$ cat src/rtl/rn_pkg.sv
package rn_pkg;

    typedef enum logic {
        RN_RUN  = 1'b0,
        RN_UNDO = 1'b1
    } rn_mode_e;

endpackage

$ cat src/rtl/rn_map_table.sv
module rn_map_table #(
    parameter int ARCH_REGS = 8,
    parameter int PHYS_REGS = 16,
    parameter int NRD       = 3,
    localparam int AW = $clog2(ARCH_REGS),
    localparam int PW = $clog2(PHYS_REGS)
) (
    input  logic                          clk,
    input  logic                          rst_n,
    input  logic [NRD-1:0][AW-1:0]        rd_arch,
    output logic [NRD-1:0][PW-1:0]        rd_phys,
    input  logic                          wr_en,
    input  logic [AW-1:0]                 wr_arch,
    input  logic [PW-1:0]                 wr_phys,
    output logic [ARCH_REGS-1:0][PW-1:0]  flat
);

    logic [ARCH_REGS-1:0][PW-1:0] tbl_d, tbl_q;

    // one lookup port per requested read
    for (genvar g = 0; g < NRD; g++) begin : g_rd
        assign rd_phys[g] = tbl_q[rd_arch[g]];
    end

    always_comb begin
        tbl_d = tbl_q;
        if (wr_en) begin
            tbl_d[wr_arch] = wr_phys;
        end
    end

    always_ff @(posedge clk or negedge rst_n) begin
        if (!rst_n) begin
            for (int i = 0; i < ARCH_REGS; i++) begin
                tbl_q[i] <= PW'(i);
            end
        end else begin
            tbl_q <= tbl_d;
        end
    end

    assign flat = tbl_q;

endmodule

$ cat src/rtl/rn_free_list.sv
module rn_free_list #(
    parameter int ARCH_REGS = 8,
    parameter int PHYS_REGS = 16,
    localparam int PW = $clog2(PHYS_REGS),
    localparam int CW = PW + 1
) (
    input  logic          clk,
    input  logic          rst_n,
    input  logic          pop_en,
    input  logic          push_en,
    input  logic [PW-1:0] push_phys,
    output logic [PW-1:0] head_phys,
    output logic          empty,
    output logic [CW-1:0] level
);

    // depth PHYS_REGS (a power of two) so the pointers wrap by themselves
    logic [PHYS_REGS-1:0][PW-1:0] mem_d, mem_q;
    logic [PW-1:0]                rd_d, rd_q, wr_d, wr_q;
    logic [CW-1:0]                cnt_d, cnt_q;

    always_comb begin
        mem_d = mem_q;
        rd_d  = rd_q;
        wr_d  = wr_q;
        cnt_d = cnt_q;
        if (pop_en) begin
            rd_d = rd_q + 1'b1;
        end
        if (push_en) begin
            mem_d[wr_q] = push_phys;
            wr_d        = wr_q + 1'b1;
        end
        case ({push_en, pop_en})
            2'b10:   cnt_d = cnt_q + 1'b1;
            2'b01:   cnt_d = cnt_q - 1'b1;
            default: cnt_d = cnt_q;
        endcase
    end

    always_ff @(posedge clk or negedge rst_n) begin
        if (!rst_n) begin
            for (int i = 0; i < PHYS_REGS; i++) begin
                mem_q[i] <= (i < PHYS_REGS - ARCH_REGS) ? PW'(ARCH_REGS + i) : '0;
            end
            rd_q  <= '0;
            wr_q  <= PW'(PHYS_REGS - ARCH_REGS);
            cnt_q <= CW'(PHYS_REGS - ARCH_REGS);
        end else begin
            mem_q <= mem_d;
            rd_q  <= rd_d;
            wr_q  <= wr_d;
            cnt_q <= cnt_d;
        end
    end

    assign head_phys = mem_q[rd_q];
    assign empty     = (cnt_q == '0);
    assign level     = cnt_q;

endmodule

$ cat src/rtl/rn_history.sv
module rn_history #(
    parameter int DEPTH = 16,
    parameter int AW    = 3,
    parameter int PW    = 4,
    localparam int IW = $clog2(DEPTH),
    localparam int CW = IW + 1
) (
    input  logic          clk,
    input  logic          rst_n,
    input  logic          push_en,
    input  logic          push_has,
    input  logic [AW-1:0] push_arch,
    input  logic [PW-1:0] push_prd,
    input  logic [PW-1:0] push_lprd,
    input  logic          pop_head,
    input  logic          pop_tail,
    output logic          head_has,
    output logic [AW-1:0] head_arch,
    output logic [PW-1:0] head_prd,
    output logic [PW-1:0] head_lprd,
    output logic          last_has,
    output logic [AW-1:0] last_arch,
    output logic [PW-1:0] last_prd,
    output logic [PW-1:0] last_lprd,
    output logic [IW-1:0] tail_idx,
    output logic [CW-1:0] count,
    output logic          full
);

    typedef struct packed {
        logic          has;
        logic [AW-1:0] arch;
        logic [PW-1:0] prd;
        logic [PW-1:0] lprd;
    } slot_t;

    slot_t [DEPTH-1:0] mem_d, mem_q;
    logic  [IW-1:0]    hd_d, hd_q, tl_d, tl_q;
    logic  [CW-1:0]    cnt_d, cnt_q;
    logic  [IW-1:0]    last_idx;
    slot_t             head_s, last_s;

    assign last_idx = tl_q - 1'b1;
    assign head_s   = mem_q[hd_q];
    assign last_s   = mem_q[last_idx];

    always_comb begin
        mem_d = mem_q;
        hd_d  = hd_q;
        tl_d  = tl_q;
        cnt_d = cnt_q;
        // the owner never pushes and pops the tail in the same cycle
        if (push_en) begin
            mem_d[tl_q] = '{has: push_has, arch: push_arch, prd: push_prd, lprd: push_lprd};
            tl_d        = tl_q + 1'b1;
            cnt_d       = cnt_d + 1'b1;
        end
        if (pop_tail) begin
            tl_d  = tl_q - 1'b1;
            cnt_d = cnt_d - 1'b1;
        end
        if (pop_head) begin
            hd_d  = hd_q + 1'b1;
            cnt_d = cnt_d - 1'b1;
        end
    end

    always_ff @(posedge clk or negedge rst_n) begin
        if (!rst_n) begin
            mem_q <= '0;
            hd_q  <= '0;
            tl_q  <= '0;
            cnt_q <= '0;
        end else begin
            mem_q <= mem_d;
            hd_q  <= hd_d;
            tl_q  <= tl_d;
            cnt_q <= cnt_d;
        end
    end

    assign head_has  = head_s.has;
    assign head_arch = head_s.arch;
    assign head_prd  = head_s.prd;
    assign head_lprd = head_s.lprd;
    assign last_has  = last_s.has;
    assign last_arch = last_s.arch;
    assign last_prd  = last_s.prd;
    assign last_lprd = last_s.lprd;
    assign tail_idx  = tl_q;
    assign count     = cnt_q;
    assign full      = (cnt_q == CW'(DEPTH));

endmodule

$ cat src/rtl/rn_rename_unit.sv
module rn_rename_unit #(
    parameter int ARCH_REGS = 8,
    parameter int PHYS_REGS = 16,
    parameter int ROB_DEPTH = 16,
    localparam int AW = $clog2(ARCH_REGS),
    localparam int PW = $clog2(PHYS_REGS),
    localparam int IW = $clog2(ROB_DEPTH),
    localparam int CW = IW + 1
) (
    input  logic          clk,
    input  logic          rst_n,
    input  logic          dec_valid,
    input  logic          dec_has_dst,
    input  logic [AW-1:0] dec_src1,
    input  logic [AW-1:0] dec_src2,
    input  logic [AW-1:0] dec_dst,
    input  logic          commit_valid,
    input  logic          trap_valid,
    input  logic [IW-1:0] trap_tag,
    output logic          stall,
    output logic [PW-1:0] ren_psrc1,
    output logic [PW-1:0] ren_psrc2,
    output logic [PW-1:0] ren_pdst,
    output logic [PW-1:0] ren_lprd,
    output logic [IW-1:0] ren_tag
);
    import rn_pkg::*;

    typedef struct packed {
        rn_mode_e                     mode;
        logic [CW-1:0]                left;
        logic [ARCH_REGS-1:0][PW-1:0] cmt;
    } ctl_t;

    ctl_t ctl_d, ctl_q;

    // free list
    logic          fl_pop, fl_push, fl_empty;
    logic [PW-1:0] fl_push_phys, fl_head;
    logic [PW:0]   fl_level;

    // history
    logic          h_push, h_pop_head, h_pop_tail, h_full;
    logic          h_head_has, h_last_has;
    logic [AW-1:0] h_head_arch, h_last_arch;
    logic [PW-1:0] h_head_prd, h_head_lprd, h_last_prd, h_last_lprd;
    logic [IW-1:0] h_tail;
    logic [CW-1:0] h_count;

    // rename table
    logic [2:0][AW-1:0]           rt_rd_arch;
    logic [2:0][PW-1:0]           rt_rd_phys;
    logic                         rt_wr_en;
    logic [AW-1:0]                rt_wr_arch;
    logic [PW-1:0]                rt_wr_phys;
    logic [ARCH_REGS-1:0][PW-1:0] map_flat;
    logic [ARCH_REGS-1:0][PW-1:0] cmt_flat;

    // control strobes
    logic          busy, ren_fire, ren_take, cmt_fire, undo_fire, trap_acc;
    logic [IW-1:0] trap_dist;

    assign rt_rd_arch = {dec_dst, dec_src2, dec_src1};

    rn_map_table #(
        .ARCH_REGS(ARCH_REGS), .PHYS_REGS(PHYS_REGS), .NRD(3)
    ) u_map (
        .clk(clk), .rst_n(rst_n),
        .rd_arch(rt_rd_arch), .rd_phys(rt_rd_phys),
        .wr_en(rt_wr_en), .wr_arch(rt_wr_arch), .wr_phys(rt_wr_phys),
        .flat(map_flat)
    );

    rn_free_list #(
        .ARCH_REGS(ARCH_REGS), .PHYS_REGS(PHYS_REGS)
    ) u_free (
        .clk(clk), .rst_n(rst_n),
        .pop_en(fl_pop), .push_en(fl_push), .push_phys(fl_push_phys),
        .head_phys(fl_head), .empty(fl_empty), .level(fl_level)
    );

    rn_history #(
        .DEPTH(ROB_DEPTH), .AW(AW), .PW(PW)
    ) u_hist (
        .clk(clk), .rst_n(rst_n),
        .push_en(h_push), .push_has(dec_has_dst), .push_arch(dec_dst),
        .push_prd(fl_head), .push_lprd(rt_rd_phys[2]),
        .pop_head(h_pop_head), .pop_tail(h_pop_tail),
        .head_has(h_head_has), .head_arch(h_head_arch),
        .head_prd(h_head_prd), .head_lprd(h_head_lprd),
        .last_has(h_last_has), .last_arch(h_last_arch),
        .last_prd(h_last_prd), .last_lprd(h_last_lprd),
        .tail_idx(h_tail), .count(h_count), .full(h_full)
    );

    always_comb begin
        ctl_d     = ctl_q;
        busy      = (ctl_q.mode == RN_UNDO);
        stall     = busy || trap_valid || h_full || (dec_has_dst && fl_empty);
        ren_fire  = dec_valid && !stall;
        ren_take  = ren_fire && dec_has_dst;
        cmt_fire  = commit_valid && !busy && (h_count != '0);
        undo_fire = busy && (ctl_q.left != '0);
        trap_acc  = trap_valid && !busy;
        trap_dist = h_tail - trap_tag;

        h_push     = ren_fire;
        h_pop_head = cmt_fire;
        h_pop_tail = undo_fire;
        fl_pop     = ren_take;

        // undo and rename never overlap: rename is stalled while busy
        rt_wr_en   = 1'b0;
        rt_wr_arch = dec_dst;
        rt_wr_phys = fl_head;
        if (undo_fire && h_last_has) begin
            rt_wr_en   = 1'b1;
            rt_wr_arch = h_last_arch;
            rt_wr_phys = h_last_lprd;
        end else if (ren_take) begin
            rt_wr_en = 1'b1;
        end

        // commit and undo never overlap: commit is ignored while busy
        fl_push      = 1'b0;
        fl_push_phys = h_head_lprd;
        if (undo_fire && h_last_has) begin
            fl_push      = 1'b1;
            fl_push_phys = h_last_prd;
        end else if (cmt_fire && h_head_has) begin
            fl_push = 1'b1;
        end

        if (cmt_fire && h_head_has) begin
            ctl_d.cmt[h_head_arch] = h_head_prd;
        end

        if (undo_fire) begin
            ctl_d.left = ctl_q.left - 1'b1;
        end else if (busy) begin
            ctl_d.mode = RN_RUN;
        end

        if (trap_acc) begin
            ctl_d.mode = RN_UNDO;
            if (trap_dist == '0 && h_full) begin
                ctl_d.left = CW'(ROB_DEPTH);
            end else begin
                ctl_d.left = CW'(trap_dist);
            end
        end
    end

    always_ff @(posedge clk or negedge rst_n) begin
        if (!rst_n) begin
            ctl_q.mode <= RN_RUN;
            ctl_q.left <= '0;
            for (int i = 0; i < ARCH_REGS; i++) begin
                ctl_q.cmt[i] <= PW'(i);
            end
        end else begin
            ctl_q <= ctl_d;
        end
    end

    assign ren_psrc1 = rt_rd_phys[0];
    assign ren_psrc2 = rt_rd_phys[1];
    assign ren_lprd  = rt_rd_phys[2];
    assign ren_pdst  = fl_head;
    assign ren_tag   = h_tail;
    assign cmt_flat  = ctl_q.cmt;

endmodule

$ cat config.mk
export PLATFORM = sky130hd
export DESIGN_NAME = rn_rename_unit
export DESIGN_NICKNAME = d
export VERILOG_FILES = /design/src/rtl/rn_pkg.sv /design/src/rtl/rn_map_table.sv /design/src/rtl/rn_free_list.sv /design/src/rtl/rn_history.sv /design/src/rtl/rn_rename_unit.sv
export SDC_FILE = /design/constraint.sdc
export NUM_CORES = 1
export LEC_CHECK = 0
export BUFFER_PORTS_ARGS = -buffer_cell sky130_fd_sc_hd__buf_4
export CORE_UTILIZATION = 63
export CTS_CLUSTER_SIZE = 24
export DETAILED_ROUTE_END_ITERATION = 6
export GPL_TIMING_DRIVEN = 0
export PLACE_DENSITY = 0.8
export SETUP_SLACK_MARGIN = 0.1
export SLEW_MARGIN = 25
export SYNTH_ARGS = -nofsm -noshare
export SYNTH_HDL_FRONTEND = slang
export SYNTH_SLANG_ARGS = --single-unit
$ cat constraint.sdc
create_clock -name clk -period 5.75 [get_ports clk]
set_input_delay 0.575 -clock clk [delete_from_list [all_inputs] [get_ports clk]]
set_output_delay 0.575 -clock clk [all_outputs]
set_load 0.05 [all_outputs]
* After elaboration in Yosys (flattened, before gate mapping)
Cells that the tools add are included.
** Word-level totals
- Logic and storage cells :: 187
- Output and inout bits :: 21
- Input port bits :: 19
- Bits in registers :: 320
** Cells by class
- Mux-type cells :: 38
- Reductions and logical operators :: 25
- Add/subtract/negate cells :: 12
- $lt $le $gt $ge :: 12
- Eq/ne operators :: 4
** Operators by type and width (number)
- bitwise mux 192 bit :: 1
- binary-select mux 12 bit (select 4 bit) :: 2
- bitwise mux 64 bit :: 1
- demux 12 bit (select 4 bit) :: 1
- 2-to-1 mux 4 bit :: 10
- binary-select mux 4 bit (select 3 bit) :: 3
- 2-to-1 mux 12 bit :: 3
- bitwise mux 32 bit :: 1
- less-than comparator 4 x 5 -> 1 bit (second input constant) :: 5
- 2-to-1 mux 5 bit :: 5
- subtractor 5 x 1 -> 5 bit (second input constant) :: 4
- adder 4 x 1 -> 4 bit (second input constant) :: 4
- binary-select mux 4 bit (select 4 bit) :: 1
- demux 4 bit (select 4 bit) :: 1
- less-than comparator 3 x 4 -> 1 bit (second input constant) :: 4
- logical AND 1 bit :: 13
- demux 4 bit (select 3 bit) :: 1
- adder 5 x 1 -> 5 bit (second input constant) :: 2
- one-hot mux 5 bit (2 select lines) :: 1
- nonzero test 5 bit :: 2
- greater-or-equal comparator 4 x 1 -> 1 bit (second input constant) :: 2
- 2-to-1 mux 6 bit :: 1
- nonzero test 2 bit :: 3
- equality test 5 bit (second input constant) :: 1
- 12 further kinds :: 19

* Depth between registers and ports, before layout
- Word-level depth :: 10
- Mapped depth :: 22
- Mapped depth without buffers :: 16

* Hierarchy
From an unflattened synthesis, not the netlist that was laid out.
** Unflattened totals
- Cell total of the unflattened synthesis :: 1252
- Area, all modules :: 17638.2 um^2
** By module, submodules not included
- rn_history :: area each 11053.1 um^2, seq. area each 5129.9 um^2, instances 1, cells each 803
- rn_free_list :: area each 3748.6 um^2, seq. area each 1954.4 um^2, instances 1, cells each 260
- rn_map_table :: area each 2080.7 um^2, seq. area each 815.8 um^2, instances 1, cells each 114
- rn_rename_unit :: area each 755.7 um^2, seq. area each 150.1 um^2, instances 1, cells each 75

* Least setup slack after synthesis
OpenSTA, ideal clock, no wires.
- Path kind :: register -> register
- Start point :: register u_hist.tl_q[0], in the netlist u_hist.tail_idx[0]
- End point :: register u_free.cnt_q[4], in the netlist u_free.level[4]
- Buffers on the path :: 6
- Stages on the path, launching flop included :: 23
- Arrival :: 4.297 ns
- Required time :: 5.625 ns
- Slack :: 1.327 ns
- Setup time :: 0.125 ns
- Period minus slack after synthesis :: 4.423 ns
- Path through :: dfrtp_1 -> buf_2 -> buf_2 -> inv_1 -> ha_1 -> buf_2 -> buf_2 -> mux2i_1 -> nand2_1 -> a21oi_1 -> o22ai_1 -> buf_4 -> a21oi_2 -> buf_6 -> ha_1 -> inv_1 -> fa_1 -> inv_1 -> a21o_1 -> a21oi_1 -> xnor2_1 -> nor2_1 -> xor2_1
** Between the ends
- Cells in the longest elaborated chain, start to end :: 7
- Elaborated cells between the ends (all ways) :: 9
- Classes of those cells :: add/sub (1); eq/ne (2); mux (4); reduce/logical (2)
** Ends and longest elaborated chain
- start, declared :: RTL line rn_history.sv:38 : logic [IW-1:0] hd_d, hd_q, tl_d, tl_q;
- start signal, assigned :: RTL line rn_history.sv:77 : tl_q <= tl_d;
- subtractor 4 x 1 -> 4 bit (*) :: RTL line rn_history.sv:43 : assign last_idx = tl_q - 1'b1;
- net u_hist.last_idx[0] :: RTL line rn_history.sv:40 : logic [IW-1:0] last_idx;
- binary-select mux 12 bit (select 4 bit) (*) :: RTL line rn_history.sv:45 : assign last_s = mem_q[last_idx];
- 2-to-1 mux 12 bit (implied by the code) (*) :: RTL line rn_history.sv:45
- logical AND 1 bit (*) :: RTL line rn_rename_unit.sv:127 : if (undo_fire && h_last_has) begin
- 2-to-1 mux 1 bit (*) :: RTL line rn_rename_unit.sv:127
- equality test 2 x 1 -> 1 bit / equality test 2 bit (equally long branches) :: RTL line rn_free_list.sv:34 : case ({push_en, pop_en})
- one-hot mux 5 bit (2 select lines) / nonzero test 2 bit (equally long branches)
- end signal, assigned :: RTL line rn_free_list.sv:48 : cnt_q <= CW'(PHYS_REGS - ARCH_REGS);
- end signal, assigned :: RTL line rn_free_list.sv:53 : cnt_q <= cnt_d;
- end, declared :: RTL line rn_free_list.sv:20 : logic [CW-1:0] cnt_d, cnt_q;
Mark *: on every way through the listed nets, which the timed path passes. The rest lies on a longest branch. The select of a mux whose other input is x is not followed.
A chain may end at the register's enable or synchronous reset.

* Worst setup path in the final report
Same ends and word-level chain as after synthesis.

==> results by stage <==
Cells and area:
- The area added between synthesis and finish is 11.97%.
- With fillers left out, the area of the finished cells amounts to 0.01836 mm^2.
- The number of nets at the end of the flow is 1384.
- Of the cells placed in the final design, the portion with a size suffix greater than 1 is 0.3399.
- The number of antenna diodes in the final layout is 0.

STA:
- The slew at the pin closest to its max-slew limit is 0.9292 ns.
- Hold timing on the final database bottoms out at a slack of -0.01041 ns.
- The maximum achievable frequency is 193.1 MHz.
- The fraction of the cycle the final worst path needs is 0.9006.
- Setup repair after global routing left no endpoint under its margin.
- The clock period could shrink to 5.179 ns.
- The tightest slew margin relative to the limit is 0.3628.
- The setup total negative slack is 0 ns.
- The setup skew after layout is 0.02164 ns.
- Setup violations remaining at the end of the flow were counted as 0.
- The max-slew violation count is 0.
- The hold violation total from the final report is 9.

Route:
- For this run, design rule violations remaining after detail routing come to 0.
- The detailed-routing iteration count for the pre-antenna-repair pass is 6.
- The post-detailed-route wirelength per cell is 23.61 um.
- The detailed router finished its first iteration with 999 violations.
- The wire length after detailed routing is 40020 um.
- After detailed routing, the number of vias per cell comes to 6.382.
- The count of nets left with antenna violations once routing finished came out at 0.
- The routed via count is 10820.

Global routing:
- The first global-routing pass estimated 64290 um of wire.
- Across every metal layer, demand over resource in global routing totals 0.3195.
- The number of global-route vias before repair came to 11550.
- The met2 demand-to-capacity share in global routing is 0.5352.
- After global routing, the most crowded layer is met2.
- The initial antenna violation count is 0.
- Entering global routing, the biggest net connects 99 pins.
- For met1 alone, demand over resource in global routing was 0.4167.
- The overflow left after global routing is 0.
- The met3 demand-to-capacity share in global routing is 0.04495.

Clock tree:
- The later-pin clock latency in the skew report is 0.51 ns.
- The tree is rooted in a sky130_fd_sc_hd__clkbuf_16.
- Counting every sink on the clock net gives 320.
- The CTS H-tree depth is 2.
- TritonCTS built the clock tree.
- After clock tree synthesis, the setup repair step added 0 buffers.
- TritonCTS created 35 clock buffers.
- The count of hold buffers inserted by post-cts repair is 0.
- The clock tree buffer depth is 3.
- The clock-pin slew on the worst setup and hold paths is 0.06 ns.

Synthesis:
- The fraction of the yosys area taken by sequential cells is 0.4910.
- The most used flip-flop cell after synthesis is sky130_fd_sc_hd__dfrtp_1.
- Counting every instance in the synthesized netlist gives 1265.
- The number of synthesized flops with an enable pin is 0.
- For this run, the number of Yosys warnings is 0.
- Counting flops and latches in the post-synthesis netlist gives 320.
- After synthesis, the share of flip-flops with an asynchronous set or reset is 1.000.
- The area of the mapped netlist is 0.01640 mm^2.
- Each instance of the synthesized netlist takes up on average 12.96 um^2.
- The synthesized net count is 1310.
- The number of distinct library cells after synthesis is 56.

Floorplanning:
- The die boundary width is 163.3 um.
- The floorplan die height is 163.3 um.
- The die area is 0.02667 mm^2.
- The floorplan core area is 0.02533 mm^2.
- During I/O placement, the number of pins put on the boundary was 40.
- The initial standard-cell utilization of the core is 0.6474.
- After floorplanning, the core was divided into 58 placement rows.

Power and ir drop:
- The total chip power is 0.009603 W.
- In this run the power density over the cells is 523.1 mW/mm^2.
- The maximum vdd drop is 0.4275 mV.
- The analysis attributes to cell leakage a power of 8.357 nW.

Worst setup path:
- The setup path with the least slack is of type reg -> reg.
- The worst setup path is captured at a flip-flop.
- The slowest cell on the critical path is sky130_fd_sc_hd__buf_2.
- In this design, the stage delay of the slowest critical-path cell is 0.43 ns.
- The worst endpoint data arrival time is 5.60 ns.
- The sort of element at the start of the critical path is a flip-flop.
- The required time reported for the critical path endpoint is 6.17 ns.
- The critical path goes through buf_2 -> clkbuf_4 -> inv_1 -> ha_1 -> buf_2 -> buf_2 -> mux2i_1 -> nand2_1 -> a21oi_1 -> o22ai_1 -> buf_4 -> a21oi_2 -> buf_6 -> ha_1 -> inv_1 -> fa_1 -> inv_1 -> a21o_1 -> a21oi_1 -> xnor2_1 -> nor2_1 -> xor2_1.
- The count of buffering cells on the critical path with inverters included is 9.
- Of all nets on the critical path, the largest fanout is 10.
- The family with the most delay on the worst path is buffers and inverters.

Placement:
- Detailed placement finished with a half-perimeter wire length of 27700 um.
- The number of buffer cells added on primary ports is 33.
- The global placer's final weighted congestion is 0.9116.
- After detailed placement, the total cell area comes to 0.01718 mm^2.

Run status:
- The flow ran to the end, but the final reports show violations.
- The checks that failed: hold timing.

Job:
- The max-cap check violation count is 0.

Hold path:
- The tightest min-delay check is of the in -> async type.
flip-flops by register name (all words and copies together), names as in the netlist:
signal / flops
u_free.level: 5
u_free.rd_q: 4
u_hist.hd_q: 4
u_hist.count: 5
u_free.mem_q: 64
u_hist.mem_q: 192
busy: 1
ctl_q: 5
u_map.flat: 32
u_free.wr_q: 4
u_hist.tail_idx: 4
layout by cell type (no fill, tap or decap), drive strengths merged, types with 4 or more instances in the layout:
cell type	count
nand3	27
clkbuf	120
a21o	4
o21ai	98
dfstp	34
dfrtp	286
mux2	228
nor3	6
clkinv	7
nor2	35
mux4	109
mux2i	20
a21oi	16
nand4	5
and2	5
buf	62
and3	8
nand2	168
inv	21
xnor2	22
nor2b	4
ha	24
xor2	10
nor3b	4
a31oi	11
timing repair:
item | 4_1_cts | 5_1_grt
gates resized for setup | 0 | 1
setup endpoints to repair | 0 | 1
endpoints found under the hold margin | 0 | 0
Yosys cell counts (all sizes together) (2+ instances only):
master  count  area share
ha         24       0.018
clkbuf     66       0.015
dfstp      34       0.054
mux4      109        0.15
mux2      228        0.16
and3        8      0.0031
a31oi      11      0.0042
nor3        6      0.0021
and2        5      0.0019
a21oi      16      0.0051
nand2     168       0.038
dfrtp     286        0.44
o21ai      98       0.030
inv        21      0.0048
buf        26      0.0093
or3         2     0.00076
nor2b       4      0.0015
nand3      27      0.0082
a21o        4      0.0018
mux2i      20       0.012
xnor2      22       0.012
o211ai      2     0.00092
fa          2      0.0024
nand2b      3      0.0011
nor3b       4      0.0018
xor2       10      0.0053
nor2       35       0.011
nand4       5      0.0019
per-stage QoR:
stage	util	setup WS, ns	hold WS, ns	std cells
2_1_floorplan	-	1.327	0.2794	1265
3_3_place_gp	0.6735	0.5717	0.4564	1628
3_5_place_dp	0.6784	0.5715	0.4657	1632
4_1_cts	0.7247	0.4791	0.002838	1695
5_1_grt	0.7248	0.2242	0.01882	1695
6_report	0.7248	0.5714	-0.01041	1695
area by class of cell:
class | instances | area [um^2]
flip-flops and latches | 320 | 8050
multi-input cells | 831 | 7870
fillers | 1650 | 6969
clock buffers | 53 | 1046
well taps | 330 | 412.9
plain buffers | 92 | 402.9
repair buffers | 37 | 365.4
clock inverters | 10 | 127.6
inverters | 22 | 82.58
path summary, 6_finish.rpt:
check,startpoint,endpoint,slack (ns),depth (start not counted)
max in group asynchronous,rst_n,u_free.mem_q[11]$_DFFE_PN1P_,4.44,4
worst min-delay path,rst_n,ctl_q[36]$_DFFE_PN0P_,-0.01,1
worst max-delay path,u_hist.tail_idx[0]$_DFFE_PN0P_,u_free.level[4]$_DFFE_PN0P_,0.57,22
worst min register to register,u_free.mem_q[43]$_DFFE_PN0P_,u_free.mem_q[43]$_DFFE_PN0P_,0.48,1
min in group clk,dec_has_dst,u_hist.mem_q[23]$_DFFE_PN0P_,0.41,2
worst max register to register,u_hist.tail_idx[0]$_DFFE_PN0P_,u_free.level[4]$_DFFE_PN0P_,0.57,22
cell families (layout without fill, tap and decap cells):
group                      count (synthesis)  after routing  synth area share
muxes                                    357            357            0.3185
adders and majority gates                 26             26           0.02076
DFF                                      320            320            0.4910
xor gates and xnor gates                  32             32           0.01709
and+or+nand+nor                          274            274           0.07524
AOI/OAI and AO/OA                        142            142           0.04793
buffers and inverters                    114            214           0.02946
metal layers:
metal | vias to the layer above | share of wire
met5 | - | 0
met4 | 0 | 0.043
met3 | 129 | 0.057
met2 | 397 | 0.50
met1 | 5540 | 0.40
li1 | 4751 | -
power by group:
| group | leakage, nW | switching, W | total, W | internal, W |
|---|---|---|---|---|
| sequential | 4.26 | 0.000372 | 0.00318 | 0.00281 |
| combinational | 3.52 | 0.00248 | 0.00413 | 0.00165 |
| clock | 0.577 | 0.000897 | 0.00229 | 0.00139 |
| total | 8.36 | 0.00375 | 0.00960 | 0.00585 |
Note: power is estimated with default switching activity, not from simulation.
